===== src/rtl/lq_pkg.sv =====
package lq_pkg;

    // Per-entry status bits held for every queue slot.
    typedef struct packed {
        logic valid;   // slot holds a load not yet retired
        logic exec;    // the load has executed and its line is recorded
        logic mark;    // remote traffic hit the line; replay at retire
    } lq_flags_t;

endpackage


===== src/rtl/lq_ring_ptr.sv =====
module lq_ring_ptr #(
    parameter int DEPTH = 8,
    localparam int IDX_W = (DEPTH > 1) ? $clog2(DEPTH) : 1
) (
    input  logic [IDX_W-1:0] ptr_i,
    output logic [IDX_W-1:0] next_o
);
    localparam logic [IDX_W-1:0] LAST = IDX_W'(DEPTH - 1);

    always_comb begin
        if (ptr_i == LAST) next_o = '0;
        else               next_o = ptr_i + 1'b1;
    end
endmodule


===== src/rtl/lq_line_cmp.sv =====
module lq_line_cmp #(
    parameter int LINE_W = 26
) (
    input  logic              ent_valid_i,
    input  logic              ent_exec_i,
    input  logic [LINE_W-1:0] ent_line_i,
    input  logic              exec_here_i,
    input  logic [LINE_W-1:0] exec_line_i,
    input  logic              snoop_valid_i,
    input  logic [LINE_W-1:0] snoop_line_i,
    output logic              hit_o
);
    logic old_hit;
    logic new_hit;

    always_comb begin
        old_hit = ent_exec_i && (ent_line_i == snoop_line_i);
        new_hit = exec_here_i && (exec_line_i == snoop_line_i);
        hit_o   = snoop_valid_i && ent_valid_i && (old_hit || new_hit);
    end
endmodule


===== src/rtl/lq_snoop_replay.sv =====
module lq_snoop_replay #(
    parameter int DEPTH      = 8,
    parameter int ADDR_W     = 32,
    parameter int LINE_OFF_W = 6,
    localparam int IDX_W = (DEPTH > 1) ? $clog2(DEPTH) : 1
) (
    input  logic              clk,
    input  logic              rst_n,
    input  logic              alloc_valid_i,
    output logic              alloc_ready_o,
    output logic [IDX_W-1:0]  alloc_idx_o,
    input  logic              exec_valid_i,
    input  logic [IDX_W-1:0]  exec_idx_i,
    input  logic [ADDR_W-1:0] exec_addr_i,
    input  logic              snoop_valid_i,
    input  logic [ADDR_W-1:0] snoop_addr_i,
    input  logic              commit_valid_i,
    output logic              head_valid_o,
    output logic              head_replay_o,
    output logic              flush_o
);
    import lq_pkg::*;

    localparam int LINE_W = ADDR_W - LINE_OFF_W;
    localparam int CNT_W  = $clog2(DEPTH + 1);
    localparam logic [CNT_W-1:0] FULL_CNT = CNT_W'(DEPTH);

    typedef struct packed {
        lq_flags_t         f;
        logic [LINE_W-1:0] line;
    } lq_entry_t;

    typedef struct packed {
        lq_entry_t [DEPTH-1:0] ent;
        logic [IDX_W-1:0]      head;
        logic [IDX_W-1:0]      tail;
        logic [CNT_W-1:0]      count;
    } lq_state_t;

    lq_state_t s_q, s_d;

    logic [LINE_W-1:0] exec_line;
    logic [LINE_W-1:0] snoop_line;
    logic [IDX_W-1:0]  head_nx;
    logic [IDX_W-1:0]  tail_nx;
    logic [DEPTH-1:0]  hit;
    logic              do_commit;
    logic              do_alloc;
    lq_entry_t         head_ent;

    assign exec_line  = exec_addr_i[ADDR_W-1:LINE_OFF_W];
    assign snoop_line = snoop_addr_i[ADDR_W-1:LINE_OFF_W];

    lq_ring_ptr #(.DEPTH(DEPTH)) u_head_inc (.ptr_i(s_q.head), .next_o(head_nx));
    lq_ring_ptr #(.DEPTH(DEPTH)) u_tail_inc (.ptr_i(s_q.tail), .next_o(tail_nx));

    // One line comparator per slot; both the stored line and an execute
    // landing in the same cycle are checked against the snoop.
    for (genvar g = 0; g < DEPTH; g++) begin : g_cmp
        lq_line_cmp #(.LINE_W(LINE_W)) u_cmp (
            .ent_valid_i   (s_q.ent[g].f.valid),
            .ent_exec_i    (s_q.ent[g].f.exec),
            .ent_line_i    (s_q.ent[g].line),
            .exec_here_i   (exec_valid_i && (exec_idx_i == IDX_W'(g))),
            .exec_line_i   (exec_line),
            .snoop_valid_i (snoop_valid_i),
            .snoop_line_i  (snoop_line),
            .hit_o         (hit[g])
        );
    end

    always_comb begin
        head_ent      = s_q.ent[s_q.head];
        head_valid_o  = (s_q.count != '0);
        head_replay_o = head_valid_o && head_ent.f.mark;
        do_commit     = commit_valid_i && head_valid_o;
        flush_o       = do_commit && head_ent.f.mark;
        alloc_ready_o = (s_q.count != FULL_CNT) && !flush_o;
        alloc_idx_o   = s_q.tail;
        do_alloc      = alloc_valid_i && alloc_ready_o;

        s_d = s_q;

        // record the executed load's line
        if (exec_valid_i && s_q.ent[exec_idx_i].f.valid) begin
            s_d.ent[exec_idx_i].f.exec = 1'b1;
            s_d.ent[exec_idx_i].line   = exec_line;
        end

        // set replay marks from snoop hits
        for (int i = 0; i < DEPTH; i++) begin
            if (hit[i]) s_d.ent[i].f.mark = 1'b1;
        end

        // retire the oldest load, or flush everything on a marked one
        if (do_commit) begin
            if (head_ent.f.mark) begin
                for (int i = 0; i < DEPTH; i++) s_d.ent[i] = '0;
                s_d.tail  = s_q.head;
                s_d.count = '0;
            end else begin
                s_d.ent[s_q.head] = '0;
                s_d.head  = head_nx;
                s_d.count = s_q.count - 1'b1;
            end
        end

        // allocate at the tail
        if (do_alloc) begin
            s_d.ent[s_q.tail]         = '0;
            s_d.ent[s_q.tail].f.valid = 1'b1;
            s_d.tail                  = tail_nx;
            s_d.count                 = s_d.count + 1'b1;
        end
    end

    always_ff @(posedge clk) begin
        if (!rst_n) s_q <= '0;
        else        s_q <= s_d;
    end
endmodule


===== config.mk =====
export PLATFORM = sky130hd
export DESIGN_NAME = lq_snoop_replay
export DESIGN_NICKNAME = d
export VERILOG_FILES = /design/src/rtl/lq_pkg.sv /design/src/rtl/lq_ring_ptr.sv /design/src/rtl/lq_line_cmp.sv /design/src/rtl/lq_snoop_replay.sv
export SDC_FILE = /design/constraint.sdc
export NUM_CORES = 1
export LEC_CHECK = 0
export BUFFER_PORTS_ARGS = -buffer_cell sky130_fd_sc_hd__buf_4
export CORE_MARGIN = 3
export CORE_UTILIZATION = 60
export DETAILED_ROUTE_END_ITERATION = 10
export MAX_ROUTING_LAYER = met4
export PLACE_DENSITY = 0.78
export RECOVER_POWER = 50
export SLEW_MARGIN = 20
export SYNTH_ARGS = -nofsm -noshare
export SYNTH_HDL_FRONTEND = slang
export SYNTH_HIERARCHICAL = 1
export SYNTH_SLANG_ARGS = --single-unit
export TNS_END_PERCENT = 100

===== constraint.sdc =====
create_clock -name clk -period 2.8 [get_ports clk]
set_input_delay 0.56 -clock clk [delete_from_list [all_inputs] [get_ports clk]]
set_output_delay 0.56 -clock clk [all_outputs]
set_load 0.005 [all_outputs]

# Yosys cells after proc, flatten, opt, wreduce, memory -nomap -nowiden
# Cells that the tools add are included.
# op_classes
add_sub_neg,4
n_lt_le_gt_ge,6
n_eq_ne,19
muxes,35
n_bitwise,5
n_reduce_logical,64
# ops
cell,n
232-bit bitwise mux,3
232-bit 2-to-1 mux,3
232-bit AND,2
232-bit NOT,2
29-bit demux with 3-bit select,5
242-bit 2-to-1 mux,1
26-bit equality test,9
29-bit binary-select mux with 3-bit select,2
29-bit 2-to-1 mux,4
1-bit logical AND,49
28-bit 2-to-1 mux,1
27-bit 2-to-1 mux,1
26-bit 2-to-1 mux,1
"3-bit equality test, second input constant",6
"3-bit by 4-bit less-than comparator with 1-bit output, second input constant",3
3-bit 2-to-1 mux,4
"3-bit by 1-bit >= comparator with 1-bit output, second input constant",3
1-bit logical OR,8
1-bit 2-to-1 mux,8
7-bit 2-to-1 mux,1
"3-bit by 1-bit adder with 3-bit output, second input constant",2
"3-bit by 2-bit equality test with 1-bit output, second input constant",2
"4-bit by 1-bit adder with 4-bit output, second input constant",1
4-bit 2-to-1 mux,1
other kinds (9),11
# totals
regBits,242
input_bits,73
out_inout_bits,7
word_cells,168

# Logic depth before layout (Yosys ltp)
# logic_depth
word_depth,14
ltp_mapped,12
mapped_depth_nobuf,11

# Cells and area by module
# The synthesis kept the hierarchy.
# by_module_without_submodules
mod,n_inst,cells_per_inst,area_each_um2,seq_area_each_um2
lq_snoop_replay,1,1095,10334.9,4844.6
lq_line_cmp,8,72,574.3,0.0
lq_ring_ptr,2,4,35.0,0.0

# Least setup slack after synthesis
# No wires, ideal clock.
# synth_timing
path_kind,register to register
from,reg s_q[0] in the netlist's numbering
to,reg s_q[2] in the netlist's numbering
setup_ns,0.120
arrival_ns,2.472
required_time_ns,2.680
setup_slack_ns,0.208
path_stages_with_launch,13
path_buffers,1
synth_period_minus_slack_ns,2.592
cell_sequence,dfxtp_1 > inv_1 > ha_1 > nor3b_2 > inv_1 > nand2_1 > buf_2 > a211oi_2 > mux2_2 > ha_1 > nand2_1 > and3_1 > o31a_1
# synth_via
elab_chain_cells,7
word_cells_on_any_way,12
classes_between,add/sub: 2; eq/ne: 1; mux: 3; reduce/logical: 6
# synth_lines
element,line,source
"start, declared",lq_snoop_replay.sv:40,"lq_state_t s_q, s_d;"
"start signal, assigned",lq_snoop_replay.sv:118,if (!rst_n) s_q <= '0;
"start signal, assigned",lq_snoop_replay.sv:119,else s_q <= s_d;
4-bit nonzero test *,lq_snoop_replay.sv:74,head_valid_o = (s_q.count != '0);
named net head_valid_o,lq_snoop_replay.sv:18,"output logic head_valid_o,"
1-bit logical AND *,lq_snoop_replay.sv:76,do_commit = commit_valid_i && head_valid_o;
branches (longest 4 deep; another with 4-bit by 1-bit adder with 4-bit output),--,
7-bit 2-to-1 mux *,lq_snoop_replay.sv:109,if (do_alloc) begin
# Mark *: on every way through the listed nets, which the timed path passes. The select of a mux whose other input is x is not followed.
# A chain may end at the register's enable or synchronous reset.

# Worst setup path after layout
# layout_timing
from,reg s_q[0] in the netlist's numbering
to,out alloc_ready_o
# layout_via
elab_chain_cells,5
word_cells_on_any_way,6
classes_between,eq/ne: 1; reduce/logical: 5
# layout_lines
element,line,source
4-bit nonzero test,lq_snoop_replay.sv:74,
1-bit logical AND,lq_snoop_replay.sv:76,
1-bit logical AND,lq_snoop_replay.sv:77,flush_o = do_commit && head_ent.f.mark;
1-bit logical NOT,lq_snoop_replay.sv:78,alloc_ready_o = (s_q.count != FULL_CNT) && !flush_o;
1-bit logical AND *,lq_snoop_replay.sv:78,
"end, declared",lq_snoop_replay.sv:10,"output logic alloc_ready_o,"
# Every way passes the cells marked *; elsewhere a longest branch is shown, timed or not.

==> impl_metrics.env <==
export IMPL_maxCapViolations=0
export IMPL_drc=0
export IMPL_irDropWorstVdd_mv=0.652
export IMPL_critical_path_required_ps=2240
export IMPL_skew_ps=11.0
export IMPL_synth_nets=1758
export IMPL_clockBufferDepth=3
export IMPL_grt_max_degree=109
export IMPL_holdWs_ps=411
export IMPL_die_area_um2=26900
export IMPL_hold_viol=0
export IMPL_rows=57
export IMPL_ant_nets=0
export IMPL_path_buf_inv=4
export IMPL_die_w_um=164
export IMPL_ys_warn_count=6
export IMPL_core_um2=24500
export IMPL_synth_edff_count=0
export IMPL_cp_arrival_ps=2140
export IMPL_cts_made_buffers=26
export IMPL_htreeDepth=1
export IMPL_fin_crit_sh_pct=96.4
export IMPL_outcome="finished clean"
export IMPL_fill_cells=1876
export IMPL_vias_per_cell=6.74
export IMPL_cts_hold_buffers_added=0
export IMPL_setup_violations_final=0
export IMPL_clock_sinks=242
export IMPL_ios=80
export IMPL_gp_congestion=0.937
export IMPL_final_min_clock_period_ps=2700
export IMPL_synthArstFlopShare_pct=0
export IMPL_synthesis_area_per_instance_um2=8.93
export IMPL_syn_inst=1679
export IMPL_grt_pass1_vias=13067
export IMPL_max_freq_mhz=371
export IMPL_yosys_cell_types_count=61
export IMPL_clkTransAtPathRegs_ps=60
export IMPL_synth_seq_cells=242
export IMPL_start_util_pct=61.3
export IMPL_leakagePower_nw=6.10
export IMPL_crit_path_max_fanout=5
export IMPL_synthToLayoutAreaGrowth_pct=12.0
export IMPL_startpoint_type="flip-flop"
export IMPL_tightestPinTransition_ps=887
export IMPL_finalPower_mw=9.93
export IMPL_cpMostUsedCell="inv_2"
export IMPL_synth_flop_cell="dfxtp_1"
export IMPL_wire_per_inst_um=24.2
export IMPL_grt_usage_pct=36.7
export IMPL_cp_end_kind="output pin"
export IMPL_hold_start="rst_n"
export IMPL_max_stage_delay_ps=340
export IMPL_rr_startpoint="s_q[0]"
export IMPL_startpoint="s_q[0]"
export IMPL_grt_pass1_wl_um=74800
export IMPL_cts_tree="done"
export IMPL_ys_seq_area_share_pct=32.3
export IMPL_port_buffers=67
export IMPL_cts_root_buf="clkbuf_16"
export IMPL_hpwl_um=29200
export IMPL_critPathKind="flip-flop to output pin"
export IMPL_firstDrtPassIters=6
export IMPL_cp_cell_sequence="inv_2 -> ha_2 -> nor3b_4 -> inv_2 -> o311a_4 -> a22oi_2 -> inv_1 -> nor2_1 -> buf_4"
export IMPL_hp_class="input pin to flip-flop"
export IMPL_vias=13794
export IMPL_crit_slowest_cell="dfxtp_2"
export IMPL_slew_viol_final=0
export IMPL_fin_nets=1782
export IMPL_grt_overflow_total=0
export IMPL_antenna_cells=0
export IMPL_drive_gt1_share_pct=15.4
export IMPL_power_density_nw_per_um2=591
export IMPL_routed_wl_um=49400
export IMPL_worst_skew_pair_late_latency_ps=540
export IMPL_path_delay_family="buffers and inverters"
export IMPL_antenna_found_initial=0
export IMPL_die_h_um=164
export IMPL_max_slew_margin_rel_pct=40.6
export IMPL_netlist_area_um2=15000
export IMPL_drtIter0Drc=1758
==> worst reg2reg max path, cell delays in order, from the launching register on <==
cell	delay [ps]
dfxtp_2	340
inv_2	80
ha_2	190
nor3b_4	280
inv_2	110
buf_4	150
o311ai_2	100
o221ai_4	210
nor3b_4	600
buf_8	260
nor3_1	80
==> timing repair <==
item                       in CTS  in global routing
gates resized for setup         5                  9
gates cloned                    0                  0
pin swaps                       0                  2
setup buffers                   1                  3
setup endpoints to repair       3                  3
==> per-stage QoR <==
stage / cell area (um2) / cells / TNS, ps / worst slack (ps) / utilization, %
after floorplan: 15000 / 1679 / 0 / 208 / -
after global placement: 15800 / 1994 / 0 / 158 / 64.7
after detailed placement: 15800 / 1995 / 0 / 248 / 64.8
after CTS: 16800 / 2043 / 0 / 7.64 / 68.5
after global routing: 16800 / 2046 / -23.3 / -23.3 / 68.7
final: 16800 / 2046 / 0 / 101 / 68.7
==> cell type report <==
class / instances / area [um2] / area share, %
Sequential cell: 242 / 4850 / 28.9
Clock buffer: 36 / 749 / 4.46
Clock inverter: 11 / 140 / 0.834
Inverter: 9 / 33.8 / 0.201
Timing Repair Buffer: 124 / 1030 / 6.14
Tap cell: 324 / 405 / 2.41
Multi-Input combinational cell: 1300 / 9590 / 57.1
==> synth_stat cells (2+ instances only) <==
cell,number,share of area (%)
dfxtp_1,242,32
xnor2_1,242,14
xor2_1,176,10
nor3_1,118,3.9
mux2i_1,114,7.6
nand3_1,113,3.8
o21ai_0,108,3.6
nand4_1,82,3.4
a211oi_1,56,2.8
clkbuf_1,53,1.3
nor4_1,48,2.0
a21oi_2,37,2.2
a21oi_1,34,1.1
nand2_1,33,0.83
nor2_1,32,0.80
buf_1,31,0.78
buf_2,26,0.87
nor3_2,19,1.3
nor2b_1,12,0.50
buf_4,11,0.55
inv_1,9,0.23
buf_6,7,0.53
nand2b_1,7,0.29
ha_1,6,0.50
o211ai_1,6,0.30
nor2_2,5,0.21
o22ai_1,5,0.21
o211ai_4,4,0.57
a31oi_1,3,0.13
and3_1,3,0.13
a22oi_1,2,0.10
nor3b_1,2,0.10
nor3b_4,2,0.25
o21a_1,2,0.10
or3_1,2,0.083
or3b_1,2,0.12
==> cell families (layout without fill, tap and decap cells) <==
family | count (synthesis) | in the layout | synth area share [%]
flip-flops | 242 | 242 | 32.3
adder cells (fa/ha/maj) | 6 | 6 | 0.500
XOR/XNOR | 418 | 418 | 24.4
buffers and inverters | 137 | 180 | 4.27
AND/OR/NAND/NOR | 487 | 487 | 18.3
multiplexers | 116 | 116 | 7.78
AO/OA/AOI/OAI | 273 | 273 | 12.5
==> flip-flops by register name, indices dropped and copies added (netlist names) <==
register and flops:
s_q 239, alloc_idx_o 3
==> where the power goes <==
part           internal (mW)  leakage, nW  switching (mW)
clock                   2.14        0.438            1.46
sequential              3.53         1.95          0.0986
combinational          0.960         3.71            1.73
==> routing by layer <==
layer	wire length [um]	vias to the layer above	track usage, %
li1	-	6029	-
met1	18900	6614	46.3
met2	21600	899	55.8
met3	6140	252	8.60
met4	2820	0	17.4
met5	0	-	-
==> path summary, 6_finish.rpt <==
path | slack, ps | depth (start not counted) | endpoint
worst max-delay path | 100 | 9 | alloc_ready_o
worst max register to register | 250 | 10 | s_q[64]
worst min-delay path | 410 | 3 | s_q[67]
worst min register to register | 470 | 2 | s_q[211]
==> layout by cell type, fill, tap and decap left out, types with 8 or more instances in the layout <==
cell | synthesis | final
a211oi_1 | 56 | 56
a21oi_1 | 34 | 33
a21oi_2 | 37 | 36
buf_12 | 0 | 8
buf_4 | 11 | 112
clkbuf_16 | 0 | 27
dfxtp_1 | 242 | 238
mux2i_1 | 114 | 114
nand2_1 | 33 | 33
nand3_1 | 113 | 113
nand4_1 | 82 | 82
nor2_1 | 32 | 30
nor2b_1 | 12 | 10
nor3_1 | 118 | 118
nor3_2 | 19 | 19
nor4_1 | 48 | 48
o21ai_0 | 108 | 108
xnor2_1 | 242 | 242
xor2_1 | 176 | 176
Power figures use the tool's default switching activity.
